### src/rtl/hpb_pkg.sv
package hpb_pkg;
    localparam int HOST_W = 16;
    localparam int WORD_W = 24;
    localparam int POS_W  = 2;

    typedef enum logic [1:0] {
        ST_IDLE = 2'd0,
        ST_BUS  = 2'd1,
        ST_DATA = 2'd2,
        ST_HOLD = 2'd3
    } hpb_state_e;

    localparam logic [1:0] MODE_ACK = 2'b00;
endpackage

### src/rtl/hpb_sync.sv
module hpb_sync #(
    parameter int W      = 5,
    parameter int STAGES = 2
) (
    input  logic         clk,
    input  logic         rst_n,
    input  logic [W-1:0] d,
    output logic [W-1:0] q
);
    logic [STAGES-1:0][W-1:0] chain_q;

    always_ff @(posedge clk or negedge rst_n) begin
        if (!rst_n) begin
            chain_q <= '0;
        end else begin
            chain_q[0] <= d;
            for (int i = 1; i < STAGES; i++) begin
                chain_q[i] <= chain_q[i-1];
            end
        end
    end

    assign q = chain_q[STAGES-1];
endmodule

### src/rtl/hpb_lanes.sv
module hpb_lanes
    import hpb_pkg::*;
(
    input  logic [WORD_W-1:0] word_in,
    input  logic [WORD_W-1:0] wbase,
    input  logic [HOST_W-1:0] host_data,
    input  logic [POS_W-1:0]  pos,
    input  logic              wide,
    input  logic              long_word,
    output logic [WORD_W-1:0] merged,
    output logic [HOST_W-1:0] part,
    output logic [POS_W-1:0]  last_pos
);
    logic [5:0]        shift;
    logic [WORD_W-1:0] lane_mask;
    logic [WORD_W-1:0] ins;
    logic [WORD_W-1:0] mix;
    logic [WORD_W-1:0] picked;

    always_comb begin
        shift     = wide ? {pos, 4'b0000} : {1'b0, pos, 3'b000};
        lane_mask = wide ? 24'h00FFFF : 24'h0000FF;
        ins       = {8'h00, host_data} & lane_mask;
        mix       = (wbase & ~(lane_mask << shift)) | (ins << shift);
        merged    = long_word ? mix : {8'h00, mix[15:0]};
        picked    = (word_in >> shift) & lane_mask;
        part      = picked[HOST_W-1:0];
        if (wide) begin
            last_pos = {1'b0, long_word};
        end else begin
            last_pos = long_word ? 2'd2 : 2'd1;
        end
    end
endmodule

### src/rtl/hpb_bridge.sv
module hpb_bridge
    import hpb_pkg::*;
#(
    parameter int ADDR_W      = 24,
    parameter int SYNC_STAGES = 2
) (
    input  logic              clk,
    input  logic              rst_n,
    input  logic              host_cs_mem,
    input  logic              host_cs_io,
    input  logic              host_rd,
    input  logic              host_wr,
    input  logic              host_ale,
    input  logic [15:0]       host_ad_in,
    output logic [15:0]       host_ad_out,
    output logic              host_ad_oe,
    output logic              host_hs,
    output logic              bus_req,
    output logic              bus_we,
    output logic              bus_io,
    output logic [ADDR_W-1:0] bus_addr,
    output logic [23:0]       bus_wdata,
    input  logic              bus_gnt,
    input  logic              bus_rvalid,
    input  logic [23:0]       bus_rdata
);
    localparam int PAGE_W = ADDR_W - HOST_W;

    typedef struct packed {
        hpb_state_e        st;
        logic [POS_W-1:0]  pos;
        logic [HOST_W-1:0] alo;
        logic [PAGE_W-1:0] page;
        logic [7:0]        ctrl;
        logic [WORD_W-1:0] wbuf;
        logic [WORD_W-1:0] rbuf;
        logic [HOST_W-1:0] rout;
        logic              we;
        logic              io;
        logic              rd;
        logic              hs_en;
        logic              strb_prev;
    } regs_t;

    regs_t q, d;

    // synchronized host controls
    logic [4:0] sync_in, sync_out;
    logic s_cs_mem, s_cs_io, s_rd, s_wr, s_ale;
    assign sync_in = {host_ale, host_wr, host_rd, host_cs_io, host_cs_mem};

    hpb_sync #(.W(5), .STAGES(SYNC_STAGES)) u_sync (
        .clk   (clk),
        .rst_n (rst_n),
        .d     (sync_in),
        .q     (sync_out)
    );

    assign {s_ale, s_wr, s_rd, s_cs_io, s_cs_mem} = sync_out;

    logic strb, rise, cs_any, ack_mode, acc, wide, long_word, local_hit;
    assign strb      = s_ale | s_wr | s_rd;
    assign rise      = strb & ~q.strb_prev;
    assign cs_any    = s_cs_mem | s_cs_io;
    assign ack_mode  = (q.ctrl[7:6] == MODE_ACK);
    assign acc       = q.ctrl[5];
    assign long_word = q.ctrl[3];
    assign wide      = q.ctrl[2];
    assign local_hit = s_cs_io && (q.alo[HOST_W-1:1] == '0);

    // lane pack / unpack
    logic [WORD_W-1:0] lane_word, wbase, merged;
    logic [HOST_W-1:0] part;
    logic [POS_W-1:0]  lane_pos, last_pos;

    assign lane_word = (q.st == ST_DATA) ? bus_rdata : q.rbuf;
    assign lane_pos  = (q.st == ST_DATA) ? '0 : q.pos;
    assign wbase     = (q.pos == '0) ? '0 : q.wbuf;

    hpb_lanes u_lanes (
        .word_in   (lane_word),
        .wbase     (wbase),
        .host_data (host_ad_in),
        .pos       (lane_pos),
        .wide      (wide),
        .long_word (long_word),
        .merged    (merged),
        .part      (part),
        .last_pos  (last_pos)
    );

    always_comb begin
        d = q;
        d.strb_prev = strb;
        unique case (q.st)
            ST_IDLE: begin
                if (rise && cs_any) begin
                    d.io    = s_cs_io;
                    d.rd    = s_rd && !s_ale && !s_wr;
                    d.hs_en = 1'b1;
                    d.st    = ST_HOLD;
                    if (s_ale) begin
                        d.alo   = host_ad_in;
                        d.pos   = '0;
                        d.hs_en = acc;
                    end else if (local_hit) begin
                        if (s_wr) begin
                            if (!q.alo[0]) d.ctrl = host_ad_in[7:0];
                            else           d.page = host_ad_in[PAGE_W-1:0];
                            d.pos = '0;
                        end else begin
                            d.rout = q.alo[0] ? HOST_W'(q.page) : {8'h00, q.ctrl};
                        end
                    end else if (s_wr) begin
                        d.wbuf = merged;
                        d.we   = 1'b1;
                        if (q.pos == last_pos) d.st  = ST_BUS;
                        else                   d.pos = q.pos + 1'b1;
                    end else begin
                        d.we = 1'b0;
                        if (q.pos == '0) begin
                            d.st = ST_BUS;
                        end else begin
                            d.rout = part;
                            if (q.pos == last_pos) begin
                                d.pos = '0;
                                d.alo = q.alo + 1'b1;
                            end else begin
                                d.pos = q.pos + 1'b1;
                            end
                        end
                    end
                end
            end
            ST_BUS: begin
                if (bus_gnt) begin
                    if (q.we) begin
                        d.pos = '0;
                        d.alo = q.alo + 1'b1;
                        d.st  = ST_HOLD;
                    end else begin
                        d.st = ST_DATA;
                    end
                end
            end
            ST_DATA: begin
                if (bus_rvalid) begin
                    d.rbuf = bus_rdata;
                    d.rout = part;
                    if (last_pos == '0) begin
                        d.pos = '0;
                        d.alo = q.alo + 1'b1;
                    end else begin
                        d.pos = 2'd1;
                    end
                    d.st = ST_HOLD;
                end
            end
            default: begin
                if (!strb) d.st = ST_IDLE;
            end
        endcase
        if (!cs_any) d.pos = '0;
    end

    always_ff @(posedge clk or negedge rst_n) begin
        if (!rst_n) q <= '0;
        else        q <= d;
    end

    assign bus_req     = (q.st == ST_BUS);
    assign bus_we      = q.we;
    assign bus_io      = q.io;
    assign bus_addr    = {q.page, q.alo};
    assign bus_wdata   = q.wbuf;
    assign host_ad_out = q.rout;
    assign host_ad_oe  = (q.st == ST_HOLD) && q.rd;
    assign host_hs     = ack_mode ? ((q.st == ST_HOLD) && q.hs_en)
                                  : !((q.st == ST_BUS) || (q.st == ST_DATA));

    // request and its payload stay put until the grant
    a_r6_req_hold: assert property (@(posedge clk) disable iff (!rst_n)
        bus_req && !bus_gnt |=> bus_req && $stable(bus_addr) && $stable(bus_we)
                                && $stable(bus_wdata) && $stable(bus_io));

    // piece position never passes the last piece of the layout
    a_r5_pos_range: assert property (@(posedge clk) disable iff (!rst_n)
        q.pos <= last_pos);

    // acknowledge-mode handshake never overlaps a pending transfer
    a_r3_ack_no_req: assert property (@(posedge clk) disable iff (!rst_n)
        ack_mode && host_hs |-> !bus_req);

    // the bridge's own register addresses never reach the bus
    a_r9_local_off_bus: assert property (@(posedge clk) disable iff (!rst_n)
        bus_req |-> !(bus_io && (bus_addr[HOST_W-1:1] == '0)));
endmodule

### config.mk
export PLATFORM = sky130hd
export DESIGN_NAME = hpb_bridge
export DESIGN_NICKNAME = d
export VERILOG_FILES = /design/src/rtl/hpb_pkg.sv /design/src/rtl/hpb_sync.sv /design/src/rtl/hpb_lanes.sv /design/src/rtl/hpb_bridge.sv
export SDC_FILE = /design/constraint.sdc
export NUM_CORES = 1
export LEC_CHECK = 0
export ABC_AREA = 1
export BUFFER_PORTS_ARGS = -buffer_cell sky130_fd_sc_hd__buf_2
export CORE_MARGIN = 2
export CORE_UTILIZATION = 30
export DETAILED_ROUTE_END_ITERATION = 10
export GPL_TIMING_DRIVEN = 0
export PLACE_DENSITY = 0.49
export SYNTH_ARGS = -nofsm -noshare
export SYNTH_HDL_FRONTEND = slang
export SYNTH_SLANG_ARGS = --single-unit
### constraint.sdc
create_clock -name clk -period 3.05 [get_ports clk]
set_clock_uncertainty 0.2 [all_clocks]
set_input_delay 0 -clock clk [delete_from_list [all_inputs] [get_ports clk]]
set_output_delay 0 -clock clk [all_outputs]
set_load 0.05 [all_outputs]
Word-level counts from Yosys, hierarchy flattened
Index checks and enable logic that the tools add are counted.
{"block": "word_totals", "word_cells": 138, "regBits": 115, "inputBits": 49}
{"block": "op_classes", "n_bitwise": 13, "muxes": 53, "n_reduce_logical": 27, "n_eq_ne": 25, "n_addsub": 2, "n_shift": 3}
{"operator": "16-bit two-way mux", "n": 12}
{"operator": "24-bit two-way mux", "n": 5}
{"operator": "20-bit two-way mux", "n": 3}
{"operator": "60-bit two-way mux", "n": 1}
{"operator": "18-bit two-way mux", "n": 3}
{"operator": "18-bit case mux with 3 select lines", "n": 1}
{"operator": "24-bit by 6-bit << shifter with 24-bit output", "n": 2}
{"operator": "40-bit two-way mux", "n": 1}
{"operator": "16-bit case mux with 2 select lines", "n": 1}
{"operator": "2-bit two-way mux", "n": 13}
{"operator": "16-bit by 24-bit AND with 24-bit output", "n": 1}
{"operator": "24-bit AND", "n": 1}
{"operator": "8-bit two-way mux", "n": 3}
{"operator": "24-bit NOT", "n": 1}
{"operator": "24-bit OR", "n": 1}
{"operator": "24-bit by 6-bit right shift with 16-bit output", "n": 1}
{"operator": "6-bit AND reduction", "n": 3}
{"operator": "17-bit two-way mux", "n": 1}
{"operator": "16-bit by 1-bit adder with 16-bit output (second input constant)", "n": 1}
{"operator": "16-bit AND", "n": 1}
{"operator": "15-bit logical NOT", "n": 1}
{"operator": "3-bit inequality test (second input constant)", "n": 5}
{"operator": "3-bit by 2-bit inequality test with 1-bit output (second input constant)", "n": 4}
{"operator": "5-bit by 3-bit inequality test with 1-bit output (second input constant)", "n": 2}
{"operator": "26 further kinds", "n": 55}

Longest topological paths before layout
{"block": "depth", "depth_word": 14, "depth_mapped": 15, "depth_no_buf": 14}

Modules after synthesis
From an unflattened synthesis, not the netlist that was laid out.
{"block": "unflattened", "cells_unflattened": 1096, "area_unflattened_um2": 7404.6}
{"mod": "hpb_bridge", "cells_per_inst": 905, "seq_area_each_um2": 2627.5, "area_each_um2": 6327.3, "instances": 1}
{"mod": "hpb_lanes", "cells_per_inst": 176, "seq_area_each_um2": 0.0, "area_each_um2": 789.5, "instances": 1}
{"mod": "hpb_sync", "cells_per_inst": 15, "seq_area_each_um2": 250.2, "area_each_um2": 287.8, "instances": 1}

Worst setup path after synthesis
No wires, ideal clock.
{"block": "synth_path", "path_type": "reg2reg", "from": "register q[104] (netlist name)", "to": "register q (netlist bit bus_addr[5])", "arrival_ns": 2.123, "path_stages_with_launch": 10, "path_buffers": 0, "slack_ns": 0.662, "required_ns": 2.785, "setup_time_ns": 0.065, "path_cell_list": "dfrtp_1 > inv_1 > ha_1 > inv_1 > a21oi_1 > inv_1 > or2_2 > nand2_1 > nand2_1 > nand2_1"}
{"block": "synth_between", "elab_chain_cells": 3, "word_cells_on_any_way": 15, "classes_between": "eq/ne: 11; mux: 1; reduce/logical: 3"}
{"element": "start: declaration", "line_no": "hpb_bridge.sv:45", "text": "regs_t q, d;"}
{"element": "start signal: assignment", "line_no": "hpb_bridge.sv:167", "text": "if (!rst_n) q <= '0;"}
{"element": "start signal: assignment", "line_no": "hpb_bridge.sv:168", "text": "else q <= d;"}
{"element": "2-bit by 1-bit equality test with 1-bit output (*)"}
{"element": "named net bus_req", "line_no": "hpb_bridge.sv:18", "text": "output logic bus_req,"}
{"element": "2-bit by 1-bit inequality test with 1-bit output (no line) or 3-bit nonzero test (tied branches)"}
{"element": "10-bit AND reduction (no line)"}
The timed path passes the listed nets; every way through them passes the cells marked *.
A chain may end at the register's enable or synchronous reset.

Worst setup path after layout
{"block": "layout_path", "from": "register q[103] (netlist name)", "to": "register q (netlist bit bus_wdata[14])"}
{"block": "layout_between", "elab_chain_cells": 8, "word_cells_on_any_way": 11, "classes_between": "eq/ne: 1; shift: 2; mux: 3; bitwise: 3; reduce/logical: 2"}
{"element": "2-bit equality test", "line_no": "hpb_bridge.sv:77", "text": "assign lane_pos = (q.st == ST_DATA) ? '0 : q.pos;"}
{"element": "2-bit two-way mux", "line_no": "hpb_bridge.sv:77"}
{"element": "6-bit two-way mux", "line_no": "hpb_lanes.sv:21", "text": "shift = wide ? {pos, 4'b0000} : {1'b0, pos, 3'b000};"}
{"element": "24-bit by 6-bit << shifter with 24-bit output", "line_no": "hpb_lanes.sv:24", "text": "mix = (wbase & ~(lane_mask << shift)) | (ins << shift);"}
{"element": "24-bit NOT", "line_no": "hpb_lanes.sv:24"}
{"element": "24-bit AND", "line_no": "hpb_lanes.sv:24"}
{"element": "24-bit OR", "line_no": "hpb_lanes.sv:24"}
{"element": "24-bit two-way mux", "line_no": "hpb_lanes.sv:25", "text": "merged = long_word ? mix : {8'h00, mix[15:0]};"}
Several ways; a longest one is shown, not always the timed one.

==> impl_metrics.csv <==
group,metric,value,unit
drt,drt_iter0_drc,476,
floorplanning,die_w,156,µm
placed_design,dpl.cell_count,1369,
job,drv_cap,0,
setup_path,critPathSlowestCell,"dlygate4sd3_1",
floorplanning,core_area,22600,µm²
finish,final_common_cell,"nand2_1",
setup_path,worst-path-buf-inv,6,
setup_path,startpoint,"q[103]",
global_route,use_met2,29.2,%
pwr,power.density,984,nW/µm²
global_route,grt_pass1_wl,34900,µm
floorplanning,die_area,24200,µm²
pwr,p_leak,4.74,nW
placed_design,gp_congestion,0.844,
setup_path,startpoint_type,"flop",
setup_path,arrival,2960,ps
drt,wl,22000,µm
global_route,use_met3,3.22,%
sta,finalSetupViolations,0,
pwr,p_int,0.00468,W
sta,slew_headroom,53.1,%
sta,finalCriticalPeriod,2830,ps
floorplanning,ioPinCount,118,
drt,wire_per_inst,15.2,µm
global_route,use_met1,26.1,%
setup_path,cp_max_fo,19,
synth,yosysWarningCount,0,
finish,areaGrowthSynthToFinish,30.5,%
setup_path,rr_startpoint,"q[103]",
pwr,p_seq_share,26.4,%
floorplanning,num_rows,55,
clocking,clock_latency,420,ps
global_route,gr-max-usage-layer,"met2",
pwr,finalPower,0.00884,W
setup_path,cp.depth,10,
setup_path,cp_top_family,"buffers and inverters",
clocking,clk_pin_slew_worst_paths,60,ps
finish,num_antenna_cells,0,
clocking,clock_path_buffers,2,
sta,setup-tns-final,0,ps
synth,yosysSeqAreaShare,41.8,%
clocking,cts_tree,"done",
synth,syn_nets,1024,
setup_path,critical_path.most_common_cell,"inv_1",
sta,rsz0062_at_grt,"false",
global_route,grt_max_degree,78,
setup_path,max_stage_delay,580,ps
setup_path,criticalPathCategory,"flop to flop",
pwr,switchingPower,0.00417,W
finish,layout.cells.most_common_list,"332 x nand2_1, 125 x buf_2, 115 x dfrtp_1",
synth,ys_ff_latch,115,
floorplanning,start_util,30.5,%
drt,first_pass_iters,5,
placed_design,port_buffers,117,
synth,netlist_area,6890,µm²
drt,avgViaCountPerCell,4.58,
global_route,grtUsageTotal,18.6,%
global_route,antenna_found_initial,0,
pwr,clkPwrFrac,23.4,%
setup_path,r2r_cells,10,
global_route,grt_pass1_vias,6475,
pwr,peakVddDrop,0.534,mV
placed_design,hpwl,16400,µm
synth,netlist-cell-type-count,36,
pwr,swShare,47.1,%
global_route,gr-total-overflow,0,
floorplanning,dieHeight,156,µm
clocking,cts_made_buffers,17,
pwr,p_comb_share,50.2,%
setup_path,crit_path_end_kind,"flop",
finish,final_cell_count_no_fill,1451,
finish,nNetsFinal,1211,
sta,tightest_slew,700,ps
clocking,cts-root-buf,"clkbuf_16",
setup_path,reg2reg_setup_slack,220,ps
finish,num-fill-cells,2420,
sta,min_period_over_period,92.7,%
synth,syn_inst,966,
setup_path,critical_path.endpoint,"bus_wdata[14]",
sta,max_freq,0.354,GHz
finish,drive_gt1_share,21.3,%
drt,drc,0,
sta,hold_viol,0,
worst_hold_path,min_path_type,"input pin to flop",
drt,ant_nets,0,
setup_path,r2r_end,"bus_wdata[14]",
drt,vias,6647,
sta,slew_viol_final,0,
clocking,htreeDepth,4,
clocking,cts_sinks,115,
setup_path,path_cells,"inv_1, ha_1, buf_6, inv_4, nand3_2, inv_1, buf_2, a22oi_1, dlygate4sd3_1, o21ai_0",
setup_path,required,3180,ps
run_status,run_status,"finished, final reports clean",
synth,syn_avg_cell_area,7.13,µm²
[flip-flops by register name, indices dropped and copies added, names as in the netlist, 5 cells and up]
signal          cells
u_sync.chain_q      5
q                  37
host_ad_out        16
u_sync.q            5
bus_wdata          24
bus_addr           24
[cells by family after synthesis]
| group | share of synthesized area, % |
|---|---|
| xor+xnor | 0.890 |
| simple gates | 29.2 |
| compound gates | 12.3 |
| flops | 41.8 |
| fa+ha+maj | 1.63 |
| buf+inv | 14.2 |
[worst min-delay path by stage]
stage,startpoint,endpoint,cells after the start,slack (ps)
after global routing,host_rd,u_sync.chain_q[2],2,10
after detailed placement,rst_n,bus_addr[5],1,-260
after global placement,host_wr,u_sync.chain_q[3],1,-90
after floorplan,rst_n,acc,0,-500
final,host_cs_mem,u_sync.chain_q[0],2,20
after CTS,host_cs_io,u_sync.chain_q[1],2,3
[per-stage QoR]
stage	hold WS (ps)	util (%)	cell area, µm²	setup WS [ps]
final	19.7	39.8	8990	222
after global routing	12.6	39.8	8990	28.2
after CTS	3.34	39.8	8990	109
after detailed placement	-263	34.8	7870	174
after global placement	-89.9	34.7	7830	112
after floorplan	-496	-	6890	662
[power groups by stage]
stage / Sequential [W] / Clock, W / Combinational [W]
floorplan: 0.00229 / 0 / 0.00328
global placement: 0.00236 / 0 / 0.00435
detailed placement: 0.00236 / 0 / 0.00437
CTS: 0.00234 / 0.00211 / 0.00445
global route: 0.00241 / 0.00218 / 0.00490
finish: 0.00234 / 0.00207 / 0.00444
[cell type report]
type,instances,area [µm²],share of cell area [%]
Buffer,95,637,7.09
Clock buffer,17,425,4.73
Clock inverter,15,181,2.02
Inverter,90,340,3.79
Multi-Input combinational cell,665,3030,33.7
Sequential cell,115,2880,32.0
Tap cell,285,357,3.97
Timing Repair Buffer,169,1140,12.7
[Yosys cell counts, drive strengths merged]
library cell  count  area share (%)
clkbuf           16            0.89
a22oi             8            0.87
and2              1           0.091
xor2              5            0.64
o21bai            1            0.11
nand3b            1            0.11
nor3              6            0.44
o21ai           119             8.6
o31ai             1            0.18
o211ai            3            0.33
buf              80             8.4
or2               4            0.36
ha                9             1.6
a21oi            27             2.0
dfrtp           115              42
nand4             9            0.82
nand3            60             4.8
inv              90             4.9
nor2             73             4.2
a32oi             1            0.13
nand2           334              18
a31oi             1           0.091
xnor2             2            0.25
[layer usage]
metal  vias to the layer above  part of all wire, %
met4                         0                  1.6
met5                         -                    0
met1                      3036                   48
li1                       3390                    -
met3                        23                  5.2
met2                       198                   45
[timing repair]
item,CTS,global route
hold buffers,51,0
setup buffers,0,0
endpoints found under the hold margin,209,0
resized for setup,0,2
endpoints found under the setup margin,0,12
Power figures use the tool's default switching activity.
